===== config.mk =====
export PLATFORM = sky130hd
export DESIGN_NAME = cpu4r_core
export DESIGN_NICKNAME = d
export VERILOG_FILES = /design/src/rtl/cpu4r_pkg.sv /design/src/rtl/cpu4r_decode.sv /design/src/rtl/cpu4r_regfile.sv /design/src/rtl/cpu4r_exec.sv /design/src/rtl/cpu4r_core.sv
export SDC_FILE = /design/constraint.sdc
export NUM_CORES = 1
export LEC_CHECK = 0
export BUFFER_PORTS_ARGS = -buffer_cell sky130_fd_sc_hd__buf_2
export CAP_MARGIN = 10
export CORE_ASPECT_RATIO = 0.5
export CORE_MARGIN = 4
export CORE_UTILIZATION = 40
export DETAILED_ROUTE_END_ITERATION = 10
export HOLD_SLACK_MARGIN = 0.12
export PLACE_DENSITY = 0.64
export SETUP_SLACK_MARGIN = 0.4
export SYNTH_ARGS = -nofsm -noshare
export SYNTH_HDL_FRONTEND = slang
export SYNTH_SLANG_ARGS = --single-unit

===== constraint.sdc =====
create_clock -name clk -period 5.1 [get_ports clk]
set_clock_uncertainty 0.15 [all_clocks]
set_input_delay 0.765 -clock clk [delete_from_list [all_inputs] [get_ports clk]]
set_output_delay 0.765 -clock clk [all_outputs]
set_load 0.1 [all_outputs]

===== src/rtl/cpu4r_pkg.sv =====
// Package: shared types for the four-register core.
// Assumes byte-wide registers and a two-byte instruction word.
package cpu4r_pkg;
    localparam int NREG   = 4;
    localparam int RIDX_W = $clog2(NREG);

    typedef enum logic [2:0] {
        ST_FA,   // present PC
        ST_FB,   // present PC+1, capture high byte
        ST_FC,   // capture low byte, advance PC
        ST_EXE,  // execute / memory access
        ST_LDW   // load data return
    } phase_t;

    typedef enum logic [1:0] {
        K_NONE,
        K_ALU,
        K_LOAD,
        K_STORE
    } kind_t;

    typedef struct packed {
        kind_t             kind;
        logic              sub;
        logic              use_imm;
        logic [RIDX_W-1:0] ra;     // ALU operand A / store data
        logic [RIDX_W-1:0] rb;     // ALU operand B
        logic [RIDX_W-1:0] rd;     // destination register
        logic [RIDX_W-1:0] ar;     // address register
        logic              ar_en;  // address register used
    } ctl_t;
endpackage


===== src/rtl/cpu4r_decode.sv =====
// Module: instruction decoder.
// Turns the two captured bytes into a control bundle. Purely combinational.
// Assumes DW >= 8, with the fields packed from the top of each byte.
module cpu4r_decode
    import cpu4r_pkg::*;
#(
    parameter int DW = 8
) (
    input  logic [DW-1:0] hi_byte,
    input  logic [DW-1:0] lo_byte,
    output ctl_t          ctl
);
    logic              mode;
    logic [2:0]        opc;
    logic [RIDX_W-1:0] f_a, f_b, f_c;

    assign mode = hi_byte[DW-1];
    assign opc  = hi_byte[DW-2 -: 3];
    assign f_a  = hi_byte[DW-5 -: RIDX_W];
    assign f_b  = hi_byte[DW-7 -: RIDX_W];
    assign f_c  = lo_byte[DW-1 -: RIDX_W];

    // Map opcode and mode onto operand, destination and address selection.
    always_comb begin
        ctl         = '0;
        ctl.kind    = K_NONE;
        ctl.use_imm = mode;
        ctl.ra      = f_a;
        ctl.rb      = f_b;
        ctl.sub     = opc[0];
        unique case (opc)
            3'b000, 3'b001: begin
                ctl.kind = K_ALU;
                ctl.rd   = mode ? f_b : f_c;
            end
            3'b010: begin
                ctl.kind  = K_LOAD;
                ctl.rd    = mode ? f_b : f_c;
                ctl.ar    = f_a;
                ctl.ar_en = mode ? (f_a != '0) : 1'b1;
            end
            3'b011: begin
                ctl.kind  = K_STORE;
                ctl.ar    = mode ? f_b : f_c;
                ctl.ar_en = mode ? (f_b != '0) : 1'b1;
            end
            default: ctl.kind = K_NONE;
        endcase
    end
endmodule


===== src/rtl/cpu4r_regfile.sv =====
// Module: general-purpose register file.
// One write port and three combinational read ports.
// The synchronous active-low reset clears every entry.
module cpu4r_regfile
    import cpu4r_pkg::*;
#(
    parameter int DW = 8
) (
    input  logic              clk,
    input  logic              rst_n,
    input  logic              we,
    input  logic [RIDX_W-1:0] waddr,
    input  logic [DW-1:0]     wdata,
    input  logic [RIDX_W-1:0] ra_a,
    input  logic [RIDX_W-1:0] ra_b,
    input  logic [RIDX_W-1:0] ra_c,
    output logic [DW-1:0]     rd_a,
    output logic [DW-1:0]     rd_b,
    output logic [DW-1:0]     rd_c
);
    logic [DW-1:0] regs [NREG];

    for (genvar g = 0; g < NREG; g++) begin : g_reg
        // Hold or load one register.
        always_ff @(posedge clk) begin
            if (!rst_n)
                regs[g] <= '0;
            else if (we && waddr == RIDX_W'(g))
                regs[g] <= wdata;
        end
    end

    assign rd_a = regs[ra_a];
    assign rd_b = regs[ra_b];
    assign rd_c = regs[ra_c];
endmodule


===== src/rtl/cpu4r_exec.sv =====
// Module: arithmetic unit and address generator.
// Computes the add/sub result and the effective memory address.
// Both wrap modulo 2**DW. Purely combinational.
module cpu4r_exec
    import cpu4r_pkg::*;
#(
    parameter int DW = 8
) (
    input  ctl_t          ctl,
    input  logic [DW-1:0] opa,
    input  logic [DW-1:0] opb,
    input  logic [DW-1:0] opar,
    input  logic [DW-1:0] imm,
    output logic [DW-1:0] alu_y,
    output logic [DW-1:0] addr_y
);
    logic [DW-1:0] second;
    logic [DW-1:0] base;
    logic [DW-1:0] offs;

    // Pick the second operand, then add or subtract it.
    always_comb begin
        second = ctl.use_imm ? imm : opb;
        alu_y  = ctl.sub ? (opa - second) : (opa + second);
    end

    // Form the effective address from the optional base and the optional offset.
    always_comb begin
        base   = ctl.ar_en ? opar : '0;
        offs   = ctl.use_imm ? imm : '0;
        addr_y = base + offs;
    end
endmodule


===== src/rtl/cpu4r_core.sv =====
// Module: top of the four-register multi-cycle core.
// A fetch/execute sequencer drives one synchronous memory port.
// Assumes read data returns one cycle after its address.
// Halt is honoured only at an instruction boundary.
module cpu4r_core
    import cpu4r_pkg::*;
#(
    parameter int DW = 8
) (
    input  logic          clk,
    input  logic          rst_n,
    input  logic          halt,
    output logic [DW-1:0] mem_addr,
    output logic [DW-1:0] mem_wdata,
    input  logic [DW-1:0] mem_rdata,
    output logic          mem_we
);
    localparam logic [DW-1:0] PC_STEP = DW'(2);

    phase_t        st_q;
    logic [DW-1:0] pc_q;
    logic [DW-1:0] ir_hi_q, ir_lo_q;
    ctl_t          ctl;
    logic [DW-1:0] opa, opb, opar;
    logic [DW-1:0] alu_y, addr_y;
    logic          rf_we;
    logic [DW-1:0] rf_wdata;
    logic          is_mem;

    cpu4r_decode #(.DW(DW)) u_dec (
        .hi_byte (ir_hi_q),
        .lo_byte (ir_lo_q),
        .ctl     (ctl)
    );

    cpu4r_regfile #(.DW(DW)) u_rf (
        .clk   (clk),
        .rst_n (rst_n),
        .we    (rf_we),
        .waddr (ctl.rd),
        .wdata (rf_wdata),
        .ra_a  (ctl.ra),
        .ra_b  (ctl.rb),
        .ra_c  (ctl.ar),
        .rd_a  (opa),
        .rd_b  (opb),
        .rd_c  (opar)
    );

    cpu4r_exec #(.DW(DW)) u_ex (
        .ctl    (ctl),
        .opa    (opa),
        .opb    (opb),
        .opar   (opar),
        .imm    (ir_lo_q),
        .alu_y  (alu_y),
        .addr_y (addr_y)
    );

    // Sequence the phases, capture the instruction bytes and step the PC.
    always_ff @(posedge clk) begin
        if (!rst_n) begin
            st_q    <= ST_FA;
            pc_q    <= '0;
            ir_hi_q <= '0;
            ir_lo_q <= '0;
        end else begin
            unique case (st_q)
                ST_FA:   if (!halt) st_q <= ST_FB;
                ST_FB: begin
                    ir_hi_q <= mem_rdata;
                    st_q    <= ST_FC;
                end
                ST_FC: begin
                    ir_lo_q <= mem_rdata;
                    pc_q    <= pc_q + PC_STEP;
                    st_q    <= ST_EXE;
                end
                ST_EXE:  st_q <= (ctl.kind == K_LOAD) ? ST_LDW : ST_FA;
                ST_LDW:  st_q <= ST_FA;
                default: st_q <= ST_FA;
            endcase
        end
    end

    assign is_mem = (ctl.kind == K_LOAD) || (ctl.kind == K_STORE);

    // Drive the memory port from the current phase.
    always_comb begin
        mem_addr  = pc_q;
        mem_we    = 1'b0;
        mem_wdata = opa;
        if (st_q == ST_FB)
            mem_addr = pc_q + DW'(1);
        else if (st_q == ST_EXE && is_mem) begin
            mem_addr = addr_y;
            mem_we   = (ctl.kind == K_STORE);
        end
    end

    // Select the register write-back source.
    always_comb begin
        rf_we    = (st_q == ST_EXE && ctl.kind == K_ALU) || (st_q == ST_LDW);
        rf_wdata = (st_q == ST_LDW) ? mem_rdata : alu_y;
    end
endmodule


# Word level (Yosys, flattened, before mapping)
# Memories as Yosys holds them, arrays and structs flattened. A register that Yosys moved wholly into a read port is not among the register bits.
# Index checks and enable logic that the tools add are counted.
[op_classes]
n_reduce_logical = 15
muxes = 39
add_sub_neg = 5
bitwise_logic = 4
eq_ne = 14
[ops]
columns = ["op", "n"]
rows = [
  ["$mux 8", 11],
  ["$mux 1", 17],
  ["$add 8x8->8", 2],
  ["$eq 3x2->1 const B", 4],
  ["$mux 2", 6],
  ["$pmux 3 s4", 1],
  ["$add 8x1->8 const B", 1],
  ["$add 8x2->8 const B", 1],
  ["$eq 2x2->1 const B", 4],
  ["$sub 8x8->8", 1],
  ["$eq 3x1->1 const B", 2],
  ["$logic_and 1x1->1", 6],
  ["$logic_not 3->1", 2],
  ["$mux 3", 2],
  ["$pmux 2 s3", 1],
  ["$pmux 3 s2", 1],
  ["$eq 2x1->1 const B", 2],
  ["$or 1x1->1", 4],
  ["$reduce_bool 2->1", 2],
  ["$eq 3x3->1 const B", 1],
  ["$reduce_or 3->1", 1],
  ["$logic_not 2->1", 1],
  ["$logic_or 1x1->1", 2],
  ["$ne 2x2->1 const B", 1],
  ["$reduce_or 2->1", 1],
]
[word_totals]
wordCells = 82
regBits = 27
input_bits = 11
mem_bits_rw = 32
mem_count = 1
[memory_table]
columns = ["memory", "words", "word_bits", "rd", "rd_clocked_by_memory_dff", "write_ports", "line_no", "text"]
rows = [
  ["u_rf.regs", 4, 8, 3, 2, 4, "cpu4r_regfile.sv:21", "logic [DW-1:0] regs [NREG];"],
]

# Longest topological paths before layout
[logic_depth]
word_depth = 11
depth_mapped = 17
depth_no_buf = 15

# Modules after synthesis
# Synthesis repeated with hierarchy kept, for this count alone.
[hier_totals]
cells_unflattened = 364
area_unflattened_um2 = 4137.7
[by_module_without_submodules]
columns = ["mod", "seq_area_each_um2", "n_inst", "cells_each", "area_each_um2"]
rows = [
  ["cpu4r_regfile", 960.9, 1, 105, 1825.5],
  ["cpu4r_core", 520.5, 1, 123, 1308.8],
  ["cpu4r_exec", 0.0, 1, 114, 857.1],
  ["cpu4r_decode", 0.0, 1, 22, 146.4],
]

# Worst setup path after synthesis
# OpenSTA, ideal clock, no wires.
[synth_path]
kind = "flip-flop to output port"
startpoint = "register ir_hi_q[7]"
endpoint = "output port mem_addr[6]"
arrival_time_ns = 5.272
t_required_ns = 4.185
path_stages_with_launch = 14
path_slack_ns = -1.087
path_cell_list = "dfxtp_1 -> buf_4 -> mux2i_2 -> a211oi_4 -> mux4_1 -> and2_1 -> ha_1 -> fa_1 -> a21o_1 -> a21o_1 -> a21o_1 -> a21oi_1 -> xor2_1 -> o21ai_0"
[synth_via]
elab_chain_cells = 7
elab_cells_between_ends = 10
cone_classes = "add/sub: 1; mux: 8; memory: 1"
[synth_lines]
columns = ["element", "line_no", "text"]
rows = [
  ["start: declaration", "cpu4r_core.sv:22", "logic [DW-1:0] ir_hi_q, ir_lo_q;"],
  ["start signal: assignment", "cpu4r_core.sv:71", "ir_hi_q <= mem_rdata;"],
  ["$mux 2", "cpu4r_decode.sv:44", "ctl.ar = mode ? f_b : f_c;"],
  ["$pmux 3 s2", "cpu4r_decode.sv:31", "unique case (opc)"],
  ["$mem_v2 4x8", "--", ""],
  ["$mux 8", "cpu4r_exec.sv:29", "base = ctl.ar_en ? opar : '0;"],
  ["$add 8x8->8 (*)", "cpu4r_exec.sv:31", "addr_y = base + offs;"],
  ["$mux 8 (*)", "cpu4r_core.sv:95", "else if (st_q == ST_EXE && is_mem) begin"],
  ["$mux 8 (*)", "cpu4r_core.sv:93", "if (st_q == ST_FB)"],
  ["end: declaration", "cpu4r_core.sv:13", "output logic [DW-1:0] mem_addr,"],
]
# Every way passes the cells marked *; elsewhere a longest branch is shown, timed or not.

# Worst setup path after layout
# Same ends and word-level chain as after synthesis.

==> reports/results.txt <==
DRC errors left -> 0
RePlAce Congestion -> 0.936
row count -> 25
area leader, netlist -> edfxtp_1
critical-path cell list -> mux2i_4, a211oi_4, mux4_1, and2_1, ha_1, fa_2, a21o_1, a21o_1, a21o_1, a21oi_2, xor2_1, o21ai_2, buf_12
Slew @ Worst Pin -> 0.937 ns
Post-synth EDFFs -> 32
CP startpoint kind -> flop
unrepaired setup endpoints after global routing -> true
wire per inst -> 18.7 um
Initial Util -> 0.420
status -> complete, no violations
most frequent cell after synthesis -> nor2_1
area of the mapped netlist -> 4060 um2
global route total overflow -> 0
Routed Antenna Nets -> 0
Ant. Diodes -> 0
WS Path Type -> flop to output pin
WHS Endpoint -> pc_q[7]$_SDFFE_PN0N_
Crit path top cell by count -> a21o_1
FF+latch count, synth -> 62
Worst-Skew Late Latency -> 0.34 ns
clock transition at the registers of the reported paths -> 0.05 ns
Cell Count, Final, Fillers Out -> 575
Final Hold Vio Count -> 0
Via density -> 5.52
CORE AREA -> 9670 um2
fin crit period -> 4.59 ns
final wirelength -> 10,800 um
Worst Path Max Fanout -> 5
Max-slew headroom -> 0.373
layout net count -> 465
max-capacitance violation count -> 0
fmax -> 218 MHz
initial antenna violation count -> 0
final worst-path cycle share -> 0.900
layout cells sized above 1 -> 0.207
Iteration-0 DRC Markers -> 258
Placed Area -> 4440 um2
H-tree depth -> 3
Avg Synthesized Cell Area -> 10.1 um2
# setup viols final -> 0
hold slack -> 0.371 ns
hold path cells -> 2
IO buf count -> 27
total power -> 1630 uW
footprint of the multi-input gates -> 2460 um2
leakage -> 0.00187 uW
dominant synthesized flop cell -> edfxtp_1
ranking of synthesized cells by area -> edfxtp_1 24%, dfxtp_1 15%, mux2i_1 7.4%
RR Startpoint -> ir_hi_q[7]$_SDFFE_PN0P_
WP data arrival -> 3.68 ns
Syn-to-layout area delta -> 19.0%
slowest CP cell -> mux4_1
vias in the first global route -> 3,039
Cells after Synth -> 401
CTS tree -> yes
PwrDens -> 338 nW/um2
CP Capture Type -> output pin
setup TNS -> 0 ns
Reg2Reg Setup Slack -> 1.05 ns
Critical Path RT -> 4.18 ns
register area share after synthesis -> 0.385
max incr delay on CP -> 0.57 ns
largest net degree at the start of global routing -> 34
DIE HEIGHT -> 79.2 um
Via Count -> 3,175
Max VDD drop -> 0.171 mV
gr usage total -> 0.194
hpwl dp -> 8070 um
Crit path max-delay family -> compound AO/OA/AOI/OAI gates
asr flop ratio synth -> 0
top post-synthesis cells by count -> 52 x nor2_1, 32 x edfxtp_1, 30 x dfxtp_1, 30 x mux2i_1, 29 x nand2_1
Hold Startpoint -> pc_q[7]$_SDFFE_PN0N_
synth unique cells -> 51
type of the most critical hold path -> flop to flop
Filler Cells Inserted -> 875
clk root buf -> clkbuf_16
first-pass GRT wire length -> 17,100 um
Finished Cell Area -> 4830 um2
WP buf/inv -> 1
Yosys top cell area share -> 0.237
die area -> 11,900 um2
reg2reg end -> u_rf.regs[2][6]$_SDFFCE_PN0P_
total CTS buffers -> 9
DRT Pass-1 Iters -> 5
syn nets -> 430
synth warn -> 0
clk buf depth -> 2
Reg area -> 1570 um2
Cells after DPL -> 555
worst reg-to-reg path cell count -> 15
Final Max Tran Viols -> 0
Die X -> 150 um
clock sink total -> 62
io pins -> 28
==> logic make-up after synthesis <==
logic type	count (synthesis)	synth area share
xor gates and xnor gates	21	0.0453
AOI/OAI and AO/OA	61	0.0990
muxes	50	0.187
adders and majority gates	18	0.0592
DFF	62	0.385
buffers and inverters	28	0.0278
and+or+nand+nor	161	0.197
==> worst max path at each step <==
stage / end / cells after the start / from / slack, ns
3_5_place_dp: mem_addr[6] / 13 / ir_hi_q[7]$_SDFFE_PN0P_ / 0.38
5_1_grt: mem_addr[6] / 13 / ir_hi_q[7]$_SDFFE_PN0P_ / 0.37
6_report: mem_addr[6] / 13 / ir_hi_q[7]$_SDFFE_PN0P_ / 0.51
3_3_place_gp: mem_addr[6] / 13 / ir_hi_q[7]$_SDFFE_PN0P_ / 0.46
2_1_floorplan: mem_addr[6] / 13 / ir_hi_q[7]$_SDFFE_PN0P_ / 0.18
4_1_cts: mem_addr[7] / 14 / ir_hi_q[4]$_SDFFE_PN0P_ / 0.32
==> placed cells by master, fill, tap and decap left out, types with 11 or more instances in the layout <==
cell type / n
buf_4: 12
xnor2_1: 15
mux4_2: 11
o21ai_0: 14
edfxtp_1: 32
and2_1: 19
mux2i_1: 30
nor2b_1: 22
ha_1: 16
inv_1: 12
dfxtp_1: 27
buf_2: 23
nand2_1: 29
nor2_1: 52
==> sequential cells by signal, indices dropped and copies added, names as in the netlist, named ones only <==
name	cells
u_rf.regs	32
pc_q	7
ir_hi_q	8
st_q	3
ir_lo_q	8
==> per-stage QoR <==
stage                     setup slack, ns  utilization
after detailed placement            0.380        0.459
after floorplan                     0.180            -
after CTS                           0.323        0.492
after global placement              0.456        0.459
after global routing                0.372        0.499
final                               0.509        0.499
==> tightest hold or removal path, cell delays in order (launching register included) <==
cell	delay [ns]
dfxtp_1	0.32
o21ai_0	0.07
a21boi_0	0.07
==> per-layer routing <==
layer  vias to the layer above  global-route usage  part of all wire
li1                       1522                   -                 -
met1                      1538               0.277              0.48
met2                        98               0.289              0.44
met3                        17              0.0468             0.063
met4                         0              0.0630             0.017
met5                         -                   0                 0
==> power by group <==
part / total (uW) / leakage (uW) / switching [uW] / internal, uW
Clock: 593 / 0.000137 / 220 / 374
Sequential: 578 / 0.000576 / 29.2 / 549
Combinational: 462 / 0.00116 / 300 / 161
==> repair_timing <==
action                     CTS  global route
buffers inserted             2             3
pin swaps                    1             3
setup endpoints to repair    4             3
cloned                       0             0
gates resized for setup      3            14
hold buffers                 0             0
==> final cells by class <==
type | count | area share
inverter | 12 | 0.00933
sequential | 62 | 0.325
clock inverter | 6 | 0.0132
timing repair buffer | 40 | 0.0614
clock buffer | 9 | 0.0467
tap | 135 | 0.0350
multi-input combinational | 311 | 0.509
(Power assumes the default switching activity.)
